`src/rtl/sram_ctrl_pkg.sv`:
```
package sram_ctrl_pkg;

  typedef enum logic [2:0] {
    ST_IDLE   = 3'd0,
    ST_WSETUP = 3'd1,
    ST_WPULSE = 3'd2,
    ST_WHOLD  = 3'd3,
    ST_RACC   = 3'd4,
    ST_RTURN  = 3'd5
  } seq_state_t;

  typedef struct packed {
    logic ce_n;
    logic we_n;
    logic oe_n;
    logic dq_oe;
  } strobe_t;

  localparam strobe_t STROBE_IDLE = '{ce_n: 1'b1, we_n: 1'b1, oe_n: 1'b1, dq_oe: 1'b0};

  function automatic int cdiv(input int num, input int den);
    return (num + den - 1) / den;
  endfunction

  function automatic int imax(input int a, input int b);
    return (a > b) ? a : b;
  endfunction

endpackage

```
`src/rtl/sram_seq_fsm.sv`:
```
module sram_seq_fsm
  import sram_ctrl_pkg::*;
#(
  parameter int WE_CYC   = 4,
  parameter int HOLD_CYC = 1,
  parameter int RD_CYC   = 6,
  parameter int TA_CYC   = 2,
  parameter int CNT_W    = 3
) (
  input  logic       clk,
  input  logic       rst_n,
  input  logic       start,
  input  logic       start_write,
  output seq_state_t state_q,
  output seq_state_t state_d,
  output logic       last_read
);

  logic [CNT_W-1:0] cnt_q, cnt_d;
  logic             cnt_en;
  logic             cnt_zero;

  assign cnt_zero  = (cnt_q == '0);
  assign last_read = (state_q == ST_RACC) && cnt_zero;
  assign cnt_en    = (state_q != ST_IDLE) || start;

  always_comb begin
    state_d = state_q;
    cnt_d   = cnt_q;
    case (state_q)
      ST_IDLE: begin
        if (start) begin
          state_d = start_write ? ST_WSETUP : ST_RACC;
          cnt_d   = start_write ? '0 : CNT_W'(RD_CYC - 1);
        end
      end
      ST_WSETUP: begin
        state_d = ST_WPULSE;
        cnt_d   = CNT_W'(WE_CYC - 1);
      end
      ST_WPULSE: begin
        if (cnt_zero) begin
          state_d = ST_WHOLD;
          cnt_d   = CNT_W'(HOLD_CYC - 1);
        end else begin
          cnt_d = cnt_q - 1'b1;
        end
      end
      ST_WHOLD: begin
        if (cnt_zero) state_d = ST_IDLE;
        else          cnt_d   = cnt_q - 1'b1;
      end
      ST_RACC: begin
        if (cnt_zero) begin
          state_d = ST_RTURN;
          cnt_d   = CNT_W'(TA_CYC - 1);
        end else begin
          cnt_d = cnt_q - 1'b1;
        end
      end
      ST_RTURN: begin
        if (cnt_zero) state_d = ST_IDLE;
        else          cnt_d   = cnt_q - 1'b1;
      end
      default: begin
        state_d = ST_IDLE;
        cnt_d   = '0;
      end
    endcase
  end

  always_ff @(posedge clk or negedge rst_n) begin
    if (!rst_n) begin
      state_q <= ST_IDLE;
      cnt_q   <= '0;
    end else begin
      state_q <= state_d;
      if (cnt_en) cnt_q <= cnt_d;
    end
  end

  // A write always passes from the setup cycle into the pulse.
  AST_SETUP_TO_PULSE: assert property (@(posedge clk) disable iff (!rst_n)
    (state_q == ST_WSETUP) |=> (state_q == ST_WPULSE)) else $error("setup");
  // A read access is always followed by the turnaround phase.
  AST_READ_THEN_TURN: assert property (@(posedge clk) disable iff (!rst_n)
    last_read |=> (state_q == ST_RTURN)) else $error("turn");

endmodule

```
`src/rtl/sram_pin_drv.sv`:
```
module sram_pin_drv
  import sram_ctrl_pkg::*;
#(
  parameter int LANES = 2
) (
  input  logic             clk,
  input  logic             rst_n,
  input  seq_state_t       state_d,
  input  logic [LANES-1:0] mask_d,
  output logic             ce_n,
  output logic             we_n,
  output logic             oe_n,
  output logic [LANES-1:0] be_n,
  output logic             dq_oe
);

  strobe_t          strb_d, strb_q;
  logic [LANES-1:0] be_d, be_q;

  always_comb begin
    strb_d = STROBE_IDLE;
    be_d   = '1;
    case (state_d)
      ST_WSETUP, ST_WHOLD: begin
        strb_d.ce_n  = 1'b0;
        strb_d.dq_oe = 1'b1;
        be_d         = ~mask_d;
      end
      ST_WPULSE: begin
        strb_d.ce_n  = 1'b0;
        strb_d.we_n  = 1'b0;
        strb_d.dq_oe = 1'b1;
        be_d         = ~mask_d;
      end
      ST_RACC: begin
        strb_d.ce_n = 1'b0;
        strb_d.oe_n = 1'b0;
        be_d        = ~mask_d;
      end
      default: begin
        strb_d = STROBE_IDLE;
        be_d   = '1;
      end
    endcase
  end

  always_ff @(posedge clk or negedge rst_n) begin
    if (!rst_n) begin
      strb_q <= STROBE_IDLE;
      be_q   <= '1;
    end else begin
      strb_q <= strb_d;
      be_q   <= be_d;
    end
  end

  assign ce_n  = strb_q.ce_n;
  assign we_n  = strb_q.we_n;
  assign oe_n  = strb_q.oe_n;
  assign dq_oe = strb_q.dq_oe;
  assign be_n  = be_q;

  AST_WE_NEEDS_SELECT: assert property (@(posedge clk) disable iff (!rst_n)
    !we_n |-> (!ce_n && dq_oe && oe_n && (be_n != '1))) else $error("we");
  AST_READ_NO_DRIVE: assert property (@(posedge clk) disable iff (!rst_n)
    !oe_n |-> (we_n && !ce_n && !dq_oe)) else $error("oe");
  AST_WE_RISE_HELD: assert property (@(posedge clk) disable iff (!rst_n)
    $rose(we_n) |-> (!ce_n && dq_oe && $stable(be_n))) else $error("rise");
  AST_RELEASE_AFTER_WE: assert property (@(posedge clk) disable iff (!rst_n)
    $fell(dq_oe) |-> $past(we_n)) else $error("release");

endmodule

```
`src/rtl/sram_rd_capture.sv`:
```
module sram_rd_capture #(
  parameter int DATA_W = 16,
  parameter int LANES  = 2
) (
  input  logic              clk,
  input  logic              rst_n,
  input  logic              capture,
  input  logic [LANES-1:0]  lane_en,
  input  logic [DATA_W-1:0] dq_in,
  output logic              rsp_valid,
  output logic [DATA_W-1:0] rsp_rdata
);

  localparam int LW = DATA_W / LANES;

  logic [LW-1:0] lane_q [LANES];
  logic          valid_q;

  for (genvar l = 0; l < LANES; l++) begin : g_lane
    always_ff @(posedge clk or negedge rst_n) begin
      if (!rst_n) begin
        lane_q[l] <= '0;
      end else if (capture) begin
        lane_q[l] <= lane_en[l] ? dq_in[l*LW +: LW] : '0;
      end
    end
    assign rsp_rdata[l*LW +: LW] = lane_q[l];
  end

  always_ff @(posedge clk or negedge rst_n) begin
    if (!rst_n) valid_q <= 1'b0;
    else        valid_q <= capture;
  end

  assign rsp_valid = valid_q;

  AST_RSP_SINGLE: assert property (@(posedge clk) disable iff (!rst_n)
    rsp_valid |=> !rsp_valid) else $error("rsp");

endmodule

```
`src/rtl/sram_bus_ctrl.sv`:
```
module sram_bus_ctrl
  import sram_ctrl_pkg::*;
#(
  parameter int ADDR_W    = 18,
  parameter int DATA_W    = 16,
  parameter int CLK_NS    = 10,
  parameter int T_WC_NS   = 55,
  parameter int T_PWE_NS  = 40,
  parameter int T_SD_NS   = 25,
  parameter int T_AW_NS   = 40,
  parameter int T_AA_NS   = 55,
  parameter int T_HZOE_NS = 16
) (
  input  logic                 clk,
  input  logic                 rst_n,
  input  logic                 req_valid,
  output logic                 req_ready,
  input  logic                 req_write,
  input  logic [ADDR_W-1:0]    req_addr,
  input  logic [DATA_W-1:0]    req_wdata,
  input  logic [DATA_W/8-1:0]  req_mask,
  output logic                 rsp_valid,
  output logic [DATA_W-1:0]    rsp_rdata,
  output logic                 mem_ce_n,
  output logic                 mem_we_n,
  output logic                 mem_oe_n,
  output logic [DATA_W/8-1:0]  mem_be_n,
  output logic [ADDR_W-1:0]    mem_addr,
  output logic [DATA_W-1:0]    mem_dq_out,
  output logic                 mem_dq_oe,
  input  logic [DATA_W-1:0]    mem_dq_in
);

  localparam int LANES    = DATA_W / 8;
  localparam int WE_CYC   = imax(1, imax(imax(cdiv(T_PWE_NS, CLK_NS), cdiv(T_SD_NS, CLK_NS)),
                                         cdiv(T_AW_NS, CLK_NS) - 1));
  localparam int HOLD_CYC = imax(1, cdiv(T_WC_NS, CLK_NS) - WE_CYC - 1);
  localparam int RD_CYC   = imax(1, cdiv(T_AA_NS, CLK_NS));
  localparam int TA_CYC   = imax(1, cdiv(T_HZOE_NS, CLK_NS));
  localparam int MAX_CYC  = imax(imax(WE_CYC, HOLD_CYC), imax(RD_CYC, TA_CYC));
  localparam int CNT_W    = imax(1, $clog2(MAX_CYC + 1));

  // Asynchronous assertion, synchronous release.
  logic [1:0] rst_sync_q;
  logic       rst_int_n;

  always_ff @(posedge clk or negedge rst_n) begin
    if (!rst_n) rst_sync_q <= 2'b00;
    else        rst_sync_q <= {rst_sync_q[0], 1'b1};
  end
  assign rst_int_n = rst_sync_q[1];

  seq_state_t state_q, state_d;
  logic       accept, start, last_read;

  assign req_ready = (state_q == ST_IDLE);
  assign accept    = req_valid && req_ready;
  assign start     = accept && (req_mask != '0);

  // Request registers, loaded only when a real access begins.
  logic [ADDR_W-1:0] addr_q;
  logic [DATA_W-1:0] wdata_q;
  logic [LANES-1:0]  mask_q;
  logic [LANES-1:0]  mask_next;

  always_ff @(posedge clk or negedge rst_int_n) begin
    if (!rst_int_n) begin
      addr_q  <= '0;
      wdata_q <= '0;
      mask_q  <= '0;
    end else if (start) begin
      addr_q  <= req_addr;
      wdata_q <= req_wdata;
      mask_q  <= req_mask;
    end
  end

  assign mask_next  = start ? req_mask : mask_q;
  assign mem_addr   = addr_q;
  assign mem_dq_out = wdata_q;

  sram_seq_fsm #(
    .WE_CYC  (WE_CYC),
    .HOLD_CYC(HOLD_CYC),
    .RD_CYC  (RD_CYC),
    .TA_CYC  (TA_CYC),
    .CNT_W   (CNT_W)
  ) u_fsm (
    .clk        (clk),
    .rst_n      (rst_int_n),
    .start      (start),
    .start_write(req_write),
    .state_q    (state_q),
    .state_d    (state_d),
    .last_read  (last_read)
  );

  sram_pin_drv #(
    .LANES(LANES)
  ) u_pins (
    .clk    (clk),
    .rst_n  (rst_int_n),
    .state_d(state_d),
    .mask_d (mask_next),
    .ce_n   (mem_ce_n),
    .we_n   (mem_we_n),
    .oe_n   (mem_oe_n),
    .be_n   (mem_be_n),
    .dq_oe  (mem_dq_oe)
  );

  sram_rd_capture #(
    .DATA_W(DATA_W),
    .LANES (LANES)
  ) u_cap (
    .clk      (clk),
    .rst_n    (rst_int_n),
    .capture  (last_read),
    .lane_en  (mask_q),
    .dq_in    (mem_dq_in),
    .rsp_valid(rsp_valid),
    .rsp_rdata(rsp_rdata)
  );

  AST_IDLE_DESELECT: assert property (@(posedge clk) disable iff (!rst_int_n)
    req_ready |-> (mem_ce_n && mem_we_n && mem_oe_n && !mem_dq_oe && (mem_be_n == '1)))
    else $error("idle");
  AST_NOOP_STAYS_READY: assert property (@(posedge clk) disable iff (!rst_int_n)
    (accept && (req_mask == '0)) |=> (req_ready && mem_ce_n)) else $error("noop");
  AST_TURN_NO_DRIVE: assert property (@(posedge clk) disable iff (!rst_int_n)
    $rose(mem_oe_n) |-> (!req_ready && !mem_dq_oe)) else $error("turn");
  AST_BUSY_NO_RESPONSE_ON_WRITE: assert property (@(posedge clk) disable iff (!rst_int_n)
    !mem_we_n |-> !rsp_valid) else $error("wrsp");

endmodule

```
`config.mk`:
```
export PLATFORM = sky130hd
export DESIGN_NAME = sram_bus_ctrl
export DESIGN_NICKNAME = d
export VERILOG_FILES = /design/src/rtl/sram_ctrl_pkg.sv /design/src/rtl/sram_seq_fsm.sv /design/src/rtl/sram_pin_drv.sv /design/src/rtl/sram_rd_capture.sv /design/src/rtl/sram_bus_ctrl.sv
export SDC_FILE = /design/constraint.sdc
export NUM_CORES = 1
export LEC_CHECK = 0
export CELL_PAD_IN_SITES_DETAIL_PLACEMENT = 1
export CELL_PAD_IN_SITES_GLOBAL_PLACEMENT = 1
export CORE_UTILIZATION = 35
export CTS_CLUSTER_DIAMETER = 150
export DETAILED_ROUTE_END_ITERATION = 8
export PLACE_DENSITY_LB_ADDON = 0.1
export SLEW_MARGIN = 25
export SYNTH_ARGS = -nofsm -noshare
export SYNTH_HDL_FRONTEND = slang
export SYNTH_SLANG_ARGS = --single-unit
```
`constraint.sdc`:
```
create_clock -name clk -period 5.1 [get_ports clk]
set_input_delay 0.765 -clock clk [delete_from_list [all_inputs] [get_ports clk]]
set_output_delay 0.765 -clock clk [all_outputs]
set_load 0.005 [all_outputs]
```
Word-level counts from Yosys, hierarchy flattened
Cells that the tools add are included.
- bits in registers: 67
- bits of input ports: 56
- add/subtract/negate cells: 1
- equality and inequality tests: 11
- mux-type cells: 20
- bitwise logic cells: 1
- reductions and logical operators: 12
- operator list (operator ; count):
    3-bit two-way mux ; 10
    3-bit case mux with 5 select lines ; 2
    8-bit two-way mux ; 2
    3-bit by 2-bit equality test with 1-bit output (second input constant) ; 4
    3-bit equality test (second input constant) ; 3
    3-bit by 1-bit equality test with 1-bit output (second input constant) ; 2
    3-bit zero test ; 2
    1-bit two-way mux ; 4
    2-bit two-way mux ; 2
    4-bit OR reduction ; 1
    1-bit logical AND ; 3
    3-bit AND reduction ; 1
    3-bit nonzero test ; 1
    3-bit OR reduction ; 1
    3-bit by 1-bit subtractor with 3-bit output (second input constant) ; 1
    2-bit by 1-bit inequality test with 1-bit output (second input constant) ; 1
    2-bit inequality test (second input constant) ; 1
    2-bit inverter ; 1
    2-bit nonzero test ; 1
    2-bit OR reduction ; 1
    1-bit logical OR ; 1

Depth between registers and ports, before layout
- depth in word-level cells: 8
- depth in mapped cells: 8
- mapped depth without buffers: 6

Hierarchy
From an unflattened synthesis, not the netlist that was laid out.
- cells, all modules: 222
- area, all modules: 2949.1 µm²
- by module, submodules not included (module ; times used ; cells an instance ; area each (µm²) ; seq. area each (µm²)):
    sram_bus_ctrl ; 1 ; 81 ; 1560.2 ; 950.9
    sram_rd_capture ; 1 ; 70 ; 673.1 ; 425.4
    sram_seq_fsm ; 1 ; 55 ; 510.5 ; 150.1
    sram_pin_drv ; 1 ; 16 ; 205.2 ; 156.4

Worst setup path after synthesis
Ideal clock, no wire load.
- path kind: in2reg
- start point: input req_mask[1]
- end point: register addr_q[14] (netlist: mem_addr[14])
- setup time: 0.125 ns
- arrival time: 1.713 ns
- data required time: 4.975 ns
- setup slack: 3.262 ns
- stages: 5
- path through: o21ai_4 -> and2b_1 -> buf_6 -> buf_12 -> mux2_4
- word-level cells in the longest chain between the ends: 2
- RTL lines (element ; RTL line ; source):
    start: declaration ; sram_bus_ctrl.sv:21 ; input logic [DATA_W/8-1:0] req_mask,
    2-bit nonzero test ; sram_bus_ctrl.sv:58 ; assign start = accept && (req_mask != '0);
    1-bit logical AND ; sram_bus_ctrl.sv:58 ;
    end signal: assignment ; sram_bus_ctrl.sv:72 ; addr_q <= req_addr;
    end: declaration ; sram_bus_ctrl.sv:61 ; logic [ADDR_W-1:0] addr_q;
Every way passes these cells.
A chain may end at the register's enable or synchronous reset.

Worst setup path in the final report
- start point: register u_fsm.state_q[2]
- end point: output req_ready
- word-level cells in the longest chain between the ends: 1
- RTL lines (element ; RTL line ; source):
    start: declaration ; sram_seq_fsm.sv:14 ; output seq_state_t state_q,
    start signal: assignment ; sram_seq_fsm.sv:77 ; state_q <= state_d;
    3-bit zero test ; sram_bus_ctrl.sv:56 ; assign req_ready = (state_q == ST_IDLE);
    end: declaration ; sram_bus_ctrl.sv:17 ; output logic req_ready,
Every way passes these cells.

==> impl_metrics.toml <==
[setup_path]
arrival_ns = 1.87
critical_path.max_fanout = 15
cp-start-kind = "flop"
required_ns = 4.34
cpPeakStageDelay_ns = 0.58
crit_type = "flop to primary output"
crit_path_top_delay_cell = "dfrtp_1"
crit_chain = "nor3_4 -> clkdlybuf4s50_1"
endpoint_kind = "primary output"

[layout]
drive_gt1_frac = 0.184
area_growth_pct = 48.8
antenna-diode-count = 0
layout.cells.non_filler = 449
final_nets = 400

[floorplan]
fp.dieW_um = 91.8
core_area_um2 = 7770
dieArea_um2 = 8430
die_h_um = 91.8
io_pins = 114
rows = 32
start_util = 0.363

[drt]
vias = 2154
viasPerCell = 4.80
drc = 0
drtIter0Drc = 30
wl_um = 6900
wire_per_inst_um = 15.4
drtAntennaViolNets = 0
drt-pass1-iter-count = 4

[status]
status = "finished clean"

[cts]
cts-hold-fix-buffers = 0
numCtsBuffers = 9
cts_root_buf = "clkbuf_8"
cts_buffer_depth = 2
worstSkewPairLatency_ns = 0.34
htreeDepth = 3
cts_tree = "done"
path_clk_slew_ns = 0.07
clkSinkCount = 67
ctsResizeCount = 0
postCtsSetupBuffers = 0

[logic_synthesis]
synthCells = 229
synth_cell_types = 39
yosys_register_bits = 67
syn_area_per_cell_um2 = 12.3
yosysWarningCount = 0
syn_area_um2 = 2820
synth_nets = 287
yosysSeqAreaShare = 0.596

[global_routing]
first_global_vias = 2095
overflow = 0
grt_max_degree = 45
grt_pass1_wl_um = 11100
antenna_found_initial = 0
track_usage = 0.172

[sta]
worstMarginPinSlew_ns = 0.596
report.final.slew_viol_count = 0
fin_worst_skew_ns = 0.00970
fmax_mhz = 379
timing.setup.tns_ns = 0
min_period_ns = 2.64
setup_violations = 0
relSlewSlack = 0.602
rsz0062_at_grt = "no"
final-hold-violation-count = 0
post-route-period-util = 0.517

[run]
maxCapViolCount = 0

[min_path]
holdCritPathClass = "flop to asynchronous set/reset pin"

[placement]
dp_cells = 433
gp_congestion = 0.835
hpwl_um = 4820
port_buffers = 113

[power]
power_leakage_uw = 0.00177
powerDensity_nw_per_um2 = 592
irDropWorstVdd_mv = 0.200
## worst paths after layout
| kind | from | slack [ns] | end | cells after the start |
|---|---|---|---|---|
| setup reg to reg | u_fsm.cnt_q[0] | 2.79 | u_cap.rsp_rdata[7] | 6 |
| hold reg to reg | rst_sync_q[1] | 0.23 | u_cap.rsp_rdata[11] | 0 |
| max in group asynchronous | rst_sync_q[1] | 3.94 | mem_dq_out[4] | 1 |
| min in group clk | rst_sync_q[0] | 0.38 | rst_sync_q[1] | 0 |
| hold / removal | rst_sync_q[1] | 0.23 | u_cap.rsp_rdata[11] | 0 |
| setup / recovery | u_fsm.state_q[2] | 2.46 | req_ready | 2 |
## layout make-up
class / instances / area [um2]
Clock buffer: 10 / 138
Inverter: 6 / 22.5
Sequential cell: 67 / 1680
Multi-Input combinational cell: 143 / 1020
Clock inverter: 6 / 63.8
Fill cell: 843 / 3570
Timing Repair Buffer: 115 / 1150
Tap cell: 102 / 128
## state kept, by name, summed over array words and instances (netlist names)
name,cells
u_cap.rsp_rdata,16
u_pins.be_n,2
u_pins.oe_n,1
rst_sync_q,2
u_fsm.cnt_q,3
u_pins.dq_oe,1
u_fsm.state_q,3
mem_addr,18
u_pins.ce_n,1
u_pins.we_n,1
u_cap.rsp_valid,1
mask_q,2
mem_dq_out,16
## cells by family after synthesis
family,after synthesis,share of synthesized area
muxes,36,0.149
adders and majority gates,2,0.00886
DFF,67,0.596
AOI/OAI and AO/OA,39,0.0860
buffers and inverters,19,0.0452
and+or+nand+nor,63,0.107
xor gates and xnor gates,2,0.00621
other,1,0.00133
## placed cells by master, fill, tap and decap left out, drive strengths merged, types with 3 or more instances in the layout
master and instances:
nand2 39, mux2 36, nor2 3, inv 7
o21ai 24, nand2b 5, clkbuf 10, dfstp 5
dfrtp 62, nand3 5, clkdlybuf4s50 113, nor2b 4
## synthesized netlist by cell type, drive strengths merged
master	count	area share
a21oi	2	0.0035
o221ai	1	0.0031
inv	6	0.0080
and4b	1	0.0035
o21ai	24	0.047
mux2	36	0.15
nand4	1	0.0022
nor3	2	0.0075
o211ai	2	0.0053
nand3	5	0.0089
o32ai	1	0.0031
nand2b	5	0.011
or3	1	0.0022
and3b	1	0.0044
nor2b	4	0.0089
a22oi	1	0.0027
a21o	1	0.0027
o31ai	2	0.0053
clkbuf	7	0.0093
a31oi	1	0.0022
o22ai	1	0.0022
buf	6	0.028
dfrtp	62	0.55
conb	1	0.0013
o311ai	1	0.0031
nor2	3	0.0040
nand2	39	0.052
ha	2	0.0089
and2b	1	0.0027
dfstp	5	0.047
xor2	2	0.0062
a32oi	2	0.0062
## routing by layer
layer | share of wire | wire [um] | global-route usage
met4 | 0.021 | 147 | 0.0846
met1 | 0.47 | 3250 | 0.240
met2 | 0.43 | 2990 | 0.244
met5 | 0 | 0 | 0
met3 | 0.074 | 507 | 0.0473
## critical path: cells and delay by family (launching register included)
kind / cells / cell delay, ns
flip-flops: 1 / 0.58
buffers and inverters: 1 / 0.56
AND/OR/NAND/NOR: 1 / 0.40
## power breakdown
group          internal [uW]  total [uW]  switching (uW)
registers                797         979             183
clock network            239         449             210
logic                    680        1060             378
total                   1720        2490             771
## metrics by stage
stage	cell area (um2)	hold WS, ns	util	setup WS [ns]	total power (uW)
floorplan	2820	0.331	-	3.10	1470
finish	4200	0.231	0.541	2.46	2490
CTS	4190	0.254	0.540	2.36	2520
detailed placement	3990	0.253	0.514	2.37	2060
global placement	3990	0.255	0.514	2.49	2020
global route	4200	0.277	0.541	2.36	2660
No activity file was read; power rests on OpenSTA's default activity.
